==> config.mk <==
export PLATFORM = sky130hd
export DESIGN_NAME = lin_mode_ctrl
export DESIGN_NICKNAME = d
export VERILOG_FILES = /design/src/rtl/lin_mode_pkg.sv /design/src/rtl/lin_tick_filter.sv /design/src/rtl/lin_mode_fsm.sv /design/src/rtl/lin_pin_stage.sv /design/src/rtl/lin_mode_ctrl.sv
export SDC_FILE = /design/constraint.sdc
export NUM_CORES = 1
export LEC_CHECK = 0
export ABC_CLOCK_PERIOD_IN_PS = 1400
export CAP_MARGIN = 10
export CORE_ASPECT_RATIO = 1.1
export CORE_MARGIN = 2
export CORE_UTILIZATION = 25
export CTS_BUF_LIST = sky130_fd_sc_hd__clkbuf_16
export DETAILED_ROUTE_END_ITERATION = 12
export DONT_BUFFER_PORTS = 1
export GPL_TIMING_DRIVEN = 0
export RECOVER_POWER = 50
export SYNTH_ARGS = -nofsm -noshare
export SYNTH_HDL_FRONTEND = slang
export SYNTH_SLANG_ARGS = --single-unit
==> constraint.sdc <==
create_clock -name clk -period 1.4 [get_ports clk]
set_input_delay 0.21 -clock clk [delete_from_list [all_inputs] [get_ports clk]]
set_output_delay 0.21 -clock clk [all_outputs]
set_load 0.01 [all_outputs]
==> src/rtl/lin_mode_pkg.sv <==
package lin_mode_pkg;

    typedef enum logic [1:0] {
        MODE_STBY  = 2'b00,
        MODE_NORM  = 2'b01,
        MODE_SLEEP = 2'b10
    } lin_mode_e;

    typedef struct packed {
        lin_mode_e mode;
        logic      wake_irq;
    } fsm_state_t;

    typedef struct packed {
        logic inh;
        logic term;
        logic tx_en;
        logic tx_dom;
        logic rxd;
        logic tsd;
    } pin_out_t;

endpackage

==> src/rtl/lin_tick_filter.sv <==
module lin_tick_filter #(
    parameter int LIMIT = 20
) (
    input  logic clk,
    input  logic rst_n,
    input  logic tick,
    input  logic arm,
    input  logic level,
    output logic expired
);
    localparam int CW = $clog2(LIMIT + 1);
    localparam logic [CW-1:0] LIM_C = CW'(LIMIT);

    logic [CW-1:0] cnt_d, cnt_q;

    always_comb begin
        cnt_d = cnt_q;
        if (!arm || !level) begin
            cnt_d = '0;
        end else if (tick && (cnt_q != LIM_C)) begin
            cnt_d = cnt_q + 1'b1;
        end
    end

    always_ff @(posedge clk or negedge rst_n) begin
        if (!rst_n) cnt_q <= '0;
        else        cnt_q <= cnt_d;
    end

    assign expired = (cnt_q == LIM_C);

    // an interrupted window restarts from zero
    a_r3_window_clear: assert property (@(posedge clk) disable iff (!rst_n)
        !(arm && level) |=> (cnt_q == '0));

    // each tick inside an open window advances the count by one
    a_r5_window_step: assert property (@(posedge clk) disable iff (!rst_n)
        (arm && level && tick && (cnt_q != LIM_C)) |=> (cnt_q == $past(cnt_q) + 1'b1));

endmodule

==> src/rtl/lin_mode_fsm.sv <==
module lin_mode_fsm
    import lin_mode_pkg::*;
(
    input  logic       clk,
    input  logic       rst_n,
    input  logic       en_pin,
    input  logic       vcc_uv,
    input  logic       bus_dom,
    input  logic       deb_done,
    input  logic       wake_done,
    output fsm_state_t state_d,
    output lin_mode_e  mode_q
);
    fsm_state_t state_q;

    always_comb begin
        state_d = state_q;
        unique case (state_q.mode)
            MODE_STBY: begin
                if (en_pin && !vcc_uv) begin
                    state_d.mode     = MODE_NORM;
                    state_d.wake_irq = 1'b0;
                end
            end
            MODE_NORM: begin
                state_d.wake_irq = 1'b0;
                if (vcc_uv) begin
                    state_d.mode = MODE_STBY;
                end else if (deb_done && !en_pin) begin
                    state_d.mode = MODE_SLEEP;
                end
            end
            MODE_SLEEP: begin
                if (en_pin && !vcc_uv) begin
                    state_d.mode     = MODE_NORM;
                    state_d.wake_irq = 1'b0;
                end else if (wake_done && bus_dom) begin
                    state_d.mode     = MODE_STBY;
                    state_d.wake_irq = 1'b1;
                end
            end
            default: begin
                state_d.mode     = MODE_STBY;
                state_d.wake_irq = 1'b0;
            end
        endcase
    end

    always_ff @(posedge clk or negedge rst_n) begin
        if (!rst_n) begin
            state_q.mode     <= MODE_STBY;
            state_q.wake_irq <= 1'b0;
        end else begin
            state_q <= state_d;
        end
    end

    assign mode_q = state_q.mode;

    // sleep is only ever entered from normal mode
    a_r3_sleep_source: assert property (@(posedge clk) disable iff (!rst_n)
        (state_q.mode == MODE_SLEEP && $past(state_q.mode) != MODE_SLEEP)
        |-> ($past(state_q.mode) == MODE_NORM));

    // leaving sleep towards normal requires the enable pin
    a_r7_local_wake: assert property (@(posedge clk) disable iff (!rst_n)
        ($past(state_q.mode) == MODE_SLEEP && state_q.mode == MODE_NORM) |-> $past(en_pin));

    // undervoltage in normal mode always lands in standby
    a_r8_uv_exit: assert property (@(posedge clk) disable iff (!rst_n)
        ($past(state_q.mode) == MODE_NORM && $past(vcc_uv)) |-> (state_q.mode == MODE_STBY));

    // a pending wake interrupt only exists in standby
    a_r6_irq_in_stby: assert property (@(posedge clk) disable iff (!rst_n)
        state_q.wake_irq |-> (state_q.mode == MODE_STBY));

    // the mode register never holds the unused code
    a_r11_legal_code: assert property (@(posedge clk) disable iff (!rst_n)
        state_q.mode != 2'b11);

endmodule

==> src/rtl/lin_pin_stage.sv <==
module lin_pin_stage
    import lin_mode_pkg::*;
(
    input  logic       clk,
    input  logic       rst_n,
    input  fsm_state_t state_d,
    input  lin_mode_e  mode_q,
    input  logic       txd,
    input  logic       bus_dom,
    input  logic       over_temp,
    input  logic       vcc_uv,
    output pin_out_t   pins_q
);
    pin_out_t pins_d;

    always_comb begin
        pins_d.inh    = (state_d.mode != MODE_SLEEP);
        pins_d.term   = (state_d.mode != MODE_SLEEP);
        pins_d.tx_en  = (state_d.mode == MODE_NORM) && !over_temp && !vcc_uv;
        pins_d.tx_dom = pins_d.tx_en && !txd;
        if (state_d.wake_irq) begin
            pins_d.rxd = 1'b0;
        end else if (state_d.mode == MODE_NORM) begin
            pins_d.rxd = !bus_dom;
        end else begin
            pins_d.rxd = 1'b1;
        end
        pins_d.tsd    = over_temp;
    end

    always_ff @(posedge clk or negedge rst_n) begin
        if (!rst_n) begin
            pins_q.inh    <= 1'b1;
            pins_q.term   <= 1'b1;
            pins_q.tx_en  <= 1'b0;
            pins_q.tx_dom <= 1'b0;
            pins_q.rxd    <= 1'b1;
            pins_q.tsd    <= 1'b0;
        end else begin
            pins_q <= pins_d;
        end
    end

    // sleep floats the inhibit and drops the termination
    a_r4_sleep_pins: assert property (@(posedge clk) disable iff (!rst_n)
        (mode_q == MODE_SLEEP) |-> (!pins_q.inh && !pins_q.term));

    // the bus is only pulled dominant from normal mode
    a_r10_tx_gate: assert property (@(posedge clk) disable iff (!rst_n)
        pins_q.tx_dom |-> (pins_q.tx_en && mode_q == MODE_NORM));

    // thermal shutdown silences the transmitter
    a_r9_tsd_quiet: assert property (@(posedge clk) disable iff (!rst_n)
        pins_q.tsd |-> !pins_q.tx_en);

    // receive follows the bus one clock later in normal mode
    a_r11_rx_follow: assert property (@(posedge clk) disable iff (!rst_n)
        ($past(state_d.mode) == MODE_NORM && !$past(state_d.wake_irq))
        |-> (pins_q.rxd == !$past(bus_dom)));

endmodule

==> src/rtl/lin_mode_ctrl.sv <==
module lin_mode_ctrl
    import lin_mode_pkg::*;
#(
    parameter int DEB_TICKS  = 20,
    parameter int WAKE_TICKS = 90
) (
    input  logic       clk,
    input  logic       rst_n,
    input  logic       tick_us,
    input  logic       en_pin,
    input  logic       vcc_uv,
    input  logic       over_temp,
    input  logic       txd,
    input  logic       bus_dom,
    output logic       inh_drive,
    output logic       term_en,
    output logic       tx_enable,
    output logic       tx_dom,
    output logic       rxd,
    output logic [1:0] mode_code,
    output logic       tsd_flag
);
    fsm_state_t state_d;
    lin_mode_e  mode_q;
    pin_out_t   pins_q;
    logic       deb_done;
    logic       wake_done;

    lin_tick_filter #(.LIMIT(DEB_TICKS)) u_en_deb (
        .clk     (clk),
        .rst_n   (rst_n),
        .tick    (tick_us),
        .arm     (mode_q == MODE_NORM),
        .level   (!en_pin),
        .expired (deb_done)
    );

    lin_tick_filter #(.LIMIT(WAKE_TICKS)) u_wake_flt (
        .clk     (clk),
        .rst_n   (rst_n),
        .tick    (tick_us),
        .arm     (mode_q == MODE_SLEEP),
        .level   (bus_dom),
        .expired (wake_done)
    );

    lin_mode_fsm u_fsm (
        .clk       (clk),
        .rst_n     (rst_n),
        .en_pin    (en_pin),
        .vcc_uv    (vcc_uv),
        .bus_dom   (bus_dom),
        .deb_done  (deb_done),
        .wake_done (wake_done),
        .state_d   (state_d),
        .mode_q    (mode_q)
    );

    lin_pin_stage u_pins (
        .clk       (clk),
        .rst_n     (rst_n),
        .state_d   (state_d),
        .mode_q    (mode_q),
        .txd       (txd),
        .bus_dom   (bus_dom),
        .over_temp (over_temp),
        .vcc_uv    (vcc_uv),
        .pins_q    (pins_q)
    );

    assign inh_drive = pins_q.inh;
    assign term_en   = pins_q.term;
    assign tx_enable = pins_q.tx_en;
    assign tx_dom    = pins_q.tx_dom;
    assign rxd       = pins_q.rxd;
    assign tsd_flag  = pins_q.tsd;
    assign mode_code = mode_q;

endmodule

==> metrics, run 1 <==
number of diodes=0; Core ar.=3904 µm²; drt pass-1 iters=4; failing checks=negative setup slack; Main synth FF type=dfrtp_1; initial DRC count=46; vias in the first global route=806; setup slack after layout=-47.23 ps; Clock Latency Late Sink=250 ps; Buffers on Ports=0; Max-Cap Viols=0; Total GRT Usage=0.1061; synthesis warning total=0; Post-DRT Antenna Nets=0; routed vias/inst=4.726; critical path data arrival time=1580 ps; CP max-delay cell=dfrtp_1; mean post-synth cell area=10.24 µm²; Power Dens Cells=1092 nW/µm²; Worst setup startpoint=u_wake_flt.cnt_q[0]; final setup TNS=-85.01 ps; # rows=24; crit path capture=u_wake_flt.cnt_q[0]; die area=4495 µm²; WP data required=1530 ps; DR WL met2=1300 µm; sequential area share after synthesis=0.5063; unrepaired setup endpoints after global routing=yes; crit-path max cell delay=390 ps; initial core utilization=0.2545; crit path cell chain=inv_2 > ha_4 > and4bb_2 > a21o_1 > mux2_4; Worst Hold Class=input port to register; Clock Tree Buf Depth=2; Top Metal Used=met4; cell count after synthesis=97; Worst Setup Path Type=register to register; GRT Residual Overflow=0; hpwl dp=1428 µm; Slew HR=0.3838; clk slew on worst S/H paths=60 ps; area grow syn2layout=32.87%; Worst Skew=2.483 ps; first-pass GRT wire length=3719 µm; crit end category=register; Tcrit/Tclk final=1.034; H-tree level count=1; Slew Limit Fails=0; Leakage=0.5335 nW; total vias in the final route=775; fmax=0.6910 GHz; Post-Syn Area=993.5 µm²; nets=125; Crit Path Max Fanout=4; met1 WL=897 µm; Least-Margin Pin Slew=921.2 ps; FF-to-FF Start=u_wake_flt.cnt_q[0]; crit path time final=1447 ps; pre-CTS WS=-228.1 ps; EDFF count, synth=0; Syn Nets=109; cells on worst reg2reg path=5; IO Pins=16; WL/cell=14.11 µm; CTS Root Cell=clkbuf_16; met3 wire len=64 µm; worst reg-to-reg setup slack=-50 ps; routed wire length=2314 µm; final hold vios=0; distinct cell type count after synthesis=34; Die Height=70.12 µm; TritonCTS buffer count=3; status=finished, violations left; gpl congestion=0.8142; Post-synth ARST share=1.000; Die Span X=64.11 µm; DRC Markers=0; clock sinks=20; initial antenna violation count=0; hold depth=1; startpoint types=register; VDD IR max=382.3 µV; largest net degree at the start of global routing=21; Worst R2R End=u_wake_flt.cnt_q[0]; final setup fails=4; layout cell share with drive strength beyond 1=0.3036; CTS tree=built; Yosys reg bits=20
## kinds of logic after synthesis
| kind of cell | Yosys count | synth area share |
|---|---|---|
| flip-flops | 20 | 0.5063 |
| AO/OA/AOI/OAI | 23 | 0.1499 |
| AND/OR/NAND/NOR | 34 | 0.1952 |
| multiplexers | 1 | 0.01133 |
| XOR/XNOR | 3 | 0.02645 |
| adder cells (fa/ha/maj) | 4 | 0.05038 |
| buffers and inverters | 12 | 0.06046 |
## critical path: cells and delay by family (launching register included)
| kind | cells | cell delay [ps] |
|---|---|---|
| muxes | 1 | 300 |
| and+or+nand+nor | 1 | 270 |
| AOI/OAI and AO/OA | 1 | 170 |
| adders and majority gates | 1 | 120 |
| buffers and inverters | 1 | 80 |
| DFF | 1 | 390 |
## where the power goes
group	total, mW	internal [mW]	switching [mW]
logic	0.0717	0.0277	0.0440
registers	0.600	0.590	0.0104
clock network	0.770	0.566	0.203
## worst min-delay path by stage
| stage | startpoint | endpoint | slack [ps] |
|---|---|---|---|
| 2_1_floorplan | rst_n | u_en_deb.cnt_q[0] | -90 |
| 3_3_place_gp | rst_n | u_wake_flt.cnt_q[0] | -80 |
| 3_5_place_dp | rst_n | u_wake_flt.cnt_q[0] | -80 |
| 4_1_cts | txd | u_pins.pins_q[2] | 20 |
| 5_1_grt | txd | u_pins.pins_q[2] | 10 |
| 6_report | over_temp | u_pins.pins_q[3] | 20 |
## metrics by stage
step / cell area (µm²) / std cells / util / hold slack [ps] / total power, mW
CTS: 1256 / 161 / 0.3218 / 15.69 / 1.455
finish: 1320 / 164 / 0.3381 / 22.29 / 1.442
detailed placement: 1065 / 149 / 0.2728 / -84.95 / 0.6565
global placement: 1065 / 149 / 0.2728 / -84.99 / 0.6543
global route: 1320 / 164 / 0.3381 / 14.38 / 1.505
floorplan: 999.7 / 97 / - / -85.59 / 0.6460
## layout make-up
cell class / count / area, µm²
Buffer: 4 / 26.28
Clock buffer: 3 / 75.07
Clock inverter: 1 / 30.03
Fill cell: 403 / 2584
Inverter: 8 / 30.03
Multi-Input combinational cell: 65 / 495.5
Sequential cell: 20 / 503.0
Tap cell: 52 / 65.06
Timing Repair Buffer: 11 / 95.09
## state kept, by name (all words and copies together), names as in the netlist
signal and count:
u_en_deb.cnt_q 5, u_wake_flt.cnt_q 7, u_pins.pins_q 5, u_fsm.mode_q 2, u_fsm.state_q 1
## cells in the final DEF, fill, tap and decap left out, types with 3 or more instances in the layout
master,Yosys,layout
nand2_1,7,7
nor2_1,6,6
xor2_1,3,3
clkbuf_16,0,3
or3_1,3,3
o21ai_0,5,3
nand4_1,3,3
inv_1,8,6
buf_4,4,10
a21oi_1,8,4
dfrtp_1,18,18
a21oi_2,0,4
## cells in the mapped netlist (all sizes together), types with 2 or more instances
| master | number | area (µm²) |
|---|---|---|
| a21oi | 8 | 40.04 |
| buf | 4 | 30.03 |
| dfrtp | 18 | 450.4 |
| dfstp | 2 | 52.55 |
| ha | 4 | 50.05 |
| inv | 8 | 30.03 |
| nand2 | 7 | 26.28 |
| nand3 | 3 | 15.01 |
| nand4 | 3 | 18.77 |
| nor2 | 6 | 22.52 |
| nor3 | 2 | 10.01 |
| o21ai | 5 | 25.02 |
| o31ai | 2 | 15.01 |
| or3 | 3 | 18.77 |
| xor2 | 3 | 26.28 |
## timing repair
| item | CTS | global route |
|---|---|---|
| hold buffers | 2 | 0 |
| buffers inserted | 6 | 3 |
| setup endpoints to repair | 10 | 12 |
| pin swaps | 7 | 8 |
| gates resized for setup | 6 | 13 |
| endpoints found under the hold margin | 21 | 0 |
## layer usage
| layer | vias up | track usage |
|---|---|---|
| met3 | 6 | 0.02576 |
| met1 | 381 | 0.1152 |
| li1 | 376 | - |
| met4 | 0 | 0.02837 |
| met2 | 12 | 0.2014 |
| met5 | - | 0 |
Note: power is estimated with default switching activity, not from simulation.
==> inputs of run 2 (changes only) <==
CELL_PAD_IN_SITES_DETAIL_PLACEMENT = 1   (was not set)
CELL_PAD_IN_SITES_GLOBAL_PLACEMENT = 2   (was not set)
PLACE_DENSITY_LB_ADDON = 0.1   (was not set)
==> metrics, run 2 (same netlist as run 1, synthesis figures left out) <==
vias in the first global route=909 (+13%); crit end category=register; Die Span X=64.11 µm (unchanged); initial core utilization=0.2545 (unchanged); final hold vios=0 (unchanged); gpl congestion=0.6464 (-21%); DRC Markers=0 (unchanged); Worst Skew=1.577 ps (-0.9063 ps); area grow syn2layout=35.14%; max reg flops=7 (unchanged); crit path cell chain=inv_2 > ha_4 > and4bb_4 > a21o_1 > mux2_4; Top reg by flops=u_wake_flt.cnt_q; crit path time final=1441 ps (-6.034 ps); CP max-delay cell=dfrtp_1; Leakage=0.5471 nW (+2.5%); most frequent cells in the layout=dfrtp_1, buf_4, nand2_1, inv_1; Hold EP=u_pins.pins_q[2]; Worst Hold Class=input port to register; Least-Margin Pin Slew=959.7 ps (+38.48 ps); Reg area=503.0 µm² (unchanged); startpoint types=register; Tcrit/Tclk final=1.029 (-0.004310); area occupied by multi-input gates=499.2 µm² (+0.76%); # rows=24 (unchanged); number of diodes=0 (unchanged); Worst Setup Path Type=register to register; CTS Root Cell=clkbuf_16; routed wire length=2596 µm (+12%); Clock Latency Late Sink=250 ps (about the same); Clock Tree Buf Depth=2 (unchanged); Post-DRT Antenna Nets=0 (unchanged); total vias in the final route=829 (+7.0%); commonest non-fill, non-tap cell in the layout=dfrtp_1; first-pass GRT wire length=4367 µm (+17%); Slew Limit Fails=0 (unchanged); H-tree level count=1 (unchanged); GRT Residual Overflow=0 (unchanged); unrepaired setup endpoints after global routing=yes; met3 wire len=43 µm (-33%); initial antenna violation count=0 (unchanged); Top Registers=u_wake_flt.cnt_q (7), u_en_deb.cnt_q (5), u_pins.pins_q (5); Placement Cell Area=1065 µm² (unchanged); hpwl dp=1661 µm (+16%); Power Dens Cells=945.7 nW/µm² (-13%); VDD IR max=318.1 µV (-17%); WL/cell=15.09 µm (+7.0%); layout cell share with drive strength beyond 1=0.3250 (+0.02143); largest net degree at the start of global routing=21 (unchanged); Worst R2R End=u_wake_flt.cnt_q[0]; CTS tree=built; Total GRT Usage=0.1276 (+0.02147); cells on worst reg2reg path=5 (unchanged); Max-Cap Viols=0 (unchanged); Slew HR=0.3581 (-0.02574); clk slew on worst S/H paths=60 ps (about the same); drt pass-1 iters=4 (unchanged); fmax=0.6939 GHz (+0.42%); Die Height=70.12 µm (unchanged); routed vias/inst=4.820 (+2.0%); Top Metal Used=met4; crit-path max cell delay=390 ps (about the same); status=finished, violations left; IO Pins=16 (unchanged); finished layout cell area=1343 µm² (+1.7%); WP data required=1540 ps (about the same); worst reg-to-reg setup slack=-40 ps (about the same); CP bufs+invs=1 (unchanged); DR WL met2=1455 µm (+12%); hold path startpoint=vcc_uv; met1 WL=1029 µm (+15%); FF-to-FF Start=u_wake_flt.cnt_q[0]; hold depth=1 (unchanged); Crit Path Max Fanout=5 (+1); Buffers on Ports=0 (unchanged); TritonCTS buffer count=3 (unchanged); final core occ=0.3439 (+0.005769); final setup fails=3 (-1); clock sinks=20 (unchanged); critical path data arrival time=1580 ps (about the same); Core ar.=3904 µm² (unchanged); setup slack after layout=-41.20 ps (+6.034 ps); initial DRC count=13 (-72%); die area=4495 µm² (unchanged); Largest delay share family, worst path=flip-flops; failing checks=negative setup slack; fill count=444 (+10%); nets=133 (+6.4%)
run 2: routing by layer:
| layer | GRT usage | vias up |
|---|---|---|
| li1 | - | 392 |
| met1 | 0.1394 | 425 |
| met2 | 0.2315 | 8 |
| met3 | 0.01449 | 4 |
| met4 | 0.07801 | 0 |
| met5 | 0 | - |
run 2: layout make-up:
type	instances	share of cell area
Sequential cell	20	0.3746
Multi-Input combinational cell	65	0.3719
Inverter	8	0.02237
Clock buffer	3	0.05592
Buffer	4	0.01398
Timing Repair Buffer	19	0.1100
Clock inverter	1	0.002796
Tap cell	52	0.04846
run 2: timing repair:
action                     4_1_cts  5_1_grt
hold buffers                     2        0
pin swaps                        5       10
hold endpoints to repair        21        0
resized for setup                6       12
setup endpoints to repair       11       14
setup buffers                   12        5
run 2: where the power goes:
group	switching [mW]	total (mW)	internal, mW
clock	0.215	0.596	0.381
combinational	0.0449	0.0731	0.0283
sequential	0.0115	0.600	0.589
total	0.272	1.27	0.998
run 2: worst max path at each step:
stage               depth (start not counted)                start  slack (ps)                   to
floorplan                                   5  u_wake_flt.cnt_q[0]          -5  u_wake_flt.cnt_q[0]
global placement                            5    u_en_deb.cnt_q[0]        -220     u_pins.pins_q[1]
detailed placement                          5  u_wake_flt.cnt_q[0]        -180  u_wake_flt.cnt_q[0]
CTS                                         5  u_wake_flt.cnt_q[0]         -90  u_wake_flt.cnt_q[0]
global route                                5    u_en_deb.cnt_q[0]        -130     u_pins.pins_q[1]
finish                                      5  u_wake_flt.cnt_q[0]         -40  u_wake_flt.cnt_q[0]
run 2: per-stage QoR:
step	total power, mW	std cells	setup TNS, ps	setup slack (ps)	hold slack, ps
4_1_cts	1.295	167	-133.9	-85.29	11.09
3_5_place_dp	0.6585	149	-889.5	-176.3	-85.13
2_1_floorplan	0.6460	97	-5.284	-5.284	-85.59
3_3_place_gp	0.6587	149	-1188	-223.0	-85.15
5_1_grt	1.328	172	-560.9	-126.0	6.330
6_report	1.270	172	-58.39	-41.20	12.17
==> inputs of run 3 (changes only) <==
PLACE_DENSITY_LB_ADDON = 0.3   (was 0.1)
==> metrics, run 3 (same netlist as run 1, synthesis figures left out) <==
status=finished, violations left; failing checks=negative setup slack; Power Dens Cells=1090 nW/µm² (+15%); Worst setup startpoint=u_wake_flt.cnt_q[0]; vias in the first global route=807 (-11%); unrepaired setup endpoints after global routing=yes; Tcrit/Tclk final=1.021 (-0.008742); Worst Setup Path Type=register to register; CP max-delay cell=dfrtp_1; clock sinks=20 (unchanged); Largest delay share family, worst path=flip-flops; DRC Markers=0 (unchanged); Crit Path Max Fanout=5 (unchanged); Die Height=70.12 µm (unchanged); IO Pins=16 (unchanged); crit path time final=1429 ps (-12.24 ps); internal power=1.180 mW (+18%); clock power share=0.538 (+0.068); Worst Hold Class=input port to register; initial antenna violation count=0 (unchanged); nets=127 (-4.5%); Buffers on Ports=0 (unchanged); H-tree level count=1 (unchanged); Slew HR=0.3933 (+0.03527); Gate power share=0.045 (-0.013); WL/cell=14.34 µm (-5.0%); CTS Root Cell=clkbuf_16; startpoint types=register; crit-path max cell delay=390 ps (about the same); area grow syn2layout=33.25%; Core ar.=3904 µm² (unchanged); crit path cell chain=inv_2 > ha_4 > and4bb_4 > a21o_1 > mux2_4; Net Sw Frac=0.1821 (-0.03186); Leakage=0.5276 nW (-3.6%); Post-DRT Antenna Nets=0 (unchanged); first-pass GRT wire length=3877 µm (-11%); largest net degree at the start of global routing=21 (unchanged); Total GRT Usage=0.1117 (-0.01582); max reg flops=7 (unchanged); routed vias/inst=4.548 (-5.6%); fill count=451 (+1.6%); drt pass-1 iters=3 (-1); CP bufs+invs=1 (unchanged); total chip power=1.443 mW (+14%); GRT Residual Overflow=0 (unchanged); Max-Cap Viols=0 (unchanged); initial core utilization=0.2545 (unchanged); Top reg by flops=u_wake_flt.cnt_q; TritonCTS buffer count=3 (unchanged); hpwl dp=1619 µm (-2.6%); part of the power in registers=0.417 (-0.056); Clock Latency Late Sink=250 ps (about the same); routed wire length=2381 µm (-8.3%); Placement Cell Area=1065 µm² (unchanged); fmax=0.6998 GHz (+0.86%); Die Span X=64.11 µm (unchanged); Worst Skew=1.260 ps (-0.3166 ps); hold path startpoint=over_temp; layout cell share with drive strength beyond 1=0.2632 (-0.06184); number of diodes=0 (unchanged); die area=4495 µm² (unchanged); gpl congestion=0.7466 (+16%); commonest non-fill, non-tap cell in the layout=dfrtp_1; Least-Margin Pin Slew=907.0 ps (-52.73 ps); WP data required=1540 ps (about the same); Slew Limit Fails=0 (unchanged); finished layout cell area=1324 µm² (-1.4%); P_sw=0.2628 mW (-3.3%); FF-to-FF Start=u_wake_flt.cnt_q[0]; initial DRC count=16 (+3); clk slew on worst S/H paths=60 ps (about the same); most frequent cells in the layout=dfrtp_1, buf_4, nand2_1, nor2_1, a21oi_1; setup slack after layout=-28.96 ps (+12.24 ps); Clock Tree Buf Depth=2 (unchanged); final hold vios=0 (unchanged); total vias in the final route=755 (-8.9%); Top Registers=u_wake_flt.cnt_q (7), u_en_deb.cnt_q (5), u_pins.pins_q (5); final setup fails=3 (unchanged); # rows=24 (unchanged); VDD IR max=620.7 µV (+95%); CTS tree=built; critical path data arrival time=1560 ps (-20 ps); crit end category=register
## run 3: final timing paths
path	to	slack (ps)	depth (start not counted)
worst max-delay path	u_wake_flt.cnt_q[0]	-30	5
worst min-delay path	u_pins.pins_q[3]	20	1
worst max register to register	u_wake_flt.cnt_q[0]	-30	5
worst min register to register	u_fsm.state_q[0]	570	2
max in group asynchronous	u_en_deb.cnt_q[1]	310	1
min in group asynchronous	u_wake_flt.cnt_q[3]	540	1
## run 3: routing by layer
layer / track usage / part of all wire / routed length, µm
met5: 0 / 0 / 0
met2: 0.1933 / 0.52 / 1235
met1: 0.1376 / 0.45 / 1065
met4: 0.02128 / 0.0071 / 17
met3: 0.03382 / 0.026 / 63
## run 3: what timing repair did
item,CTS,global route
endpoints found under the hold margin,21,0
gates resized for setup,3,13
hold buffers,2,0
endpoints found under the setup margin,11,8
setup buffers,7,4
pin swaps,4,10
## run 3: cell type report
class | count | area (µm²) | share of cell area
multi-input combinational | 65 | 499.2 | 0.3771
buffer | 4 | 18.77 | 0.01418
clock inverter | 1 | 30.03 | 0.02268
tap | 52 | 65.06 | 0.04915
timing repair buffer | 13 | 102.6 | 0.07750
clock buffer | 3 | 75.07 | 0.05671
sequential | 20 | 503.0 | 0.3800
inverter | 8 | 30.03 | 0.02268
## run 3: worst register-to-register path, stage by stage, from the launching register on
cell      delay, ps
dfrtp_1         390
inv_2            80
ha_4            120
and4bb_4        270
a21o_1          160
mux2_4          300
## run 3: through the flow
stage,hold WS [ps],cells,util,setup WS (ps),setup TNS (ps)
final,24.00,166,0.3391,-28.96,-48.65
after global routing,20.11,166,0.3391,-93.74,-423.5
after CTS,15.75,162,0.3196,-79.64,-151.8
after detailed placement,-84.86,149,0.2728,-167.4,-978.6
after global placement,-84.86,149,0.2728,-203.3,-910.3
after floorplan,-85.59,97,-,-5.284,-5.284
## run 3: power groups by stage
stage / Clock [mW] / Combinational, mW / Sequential, mW
3_3_place_gp: 0 / 0.0456 / 0.613
3_5_place_dp: 0 / 0.0458 / 0.613
5_1_grt: 0.825 / 0.0742 / 0.603
4_1_cts: 0.797 / 0.0679 / 0.602
2_1_floorplan: 0 / 0.0367 / 0.609
6_report: 0.776 / 0.0650 / 0.602
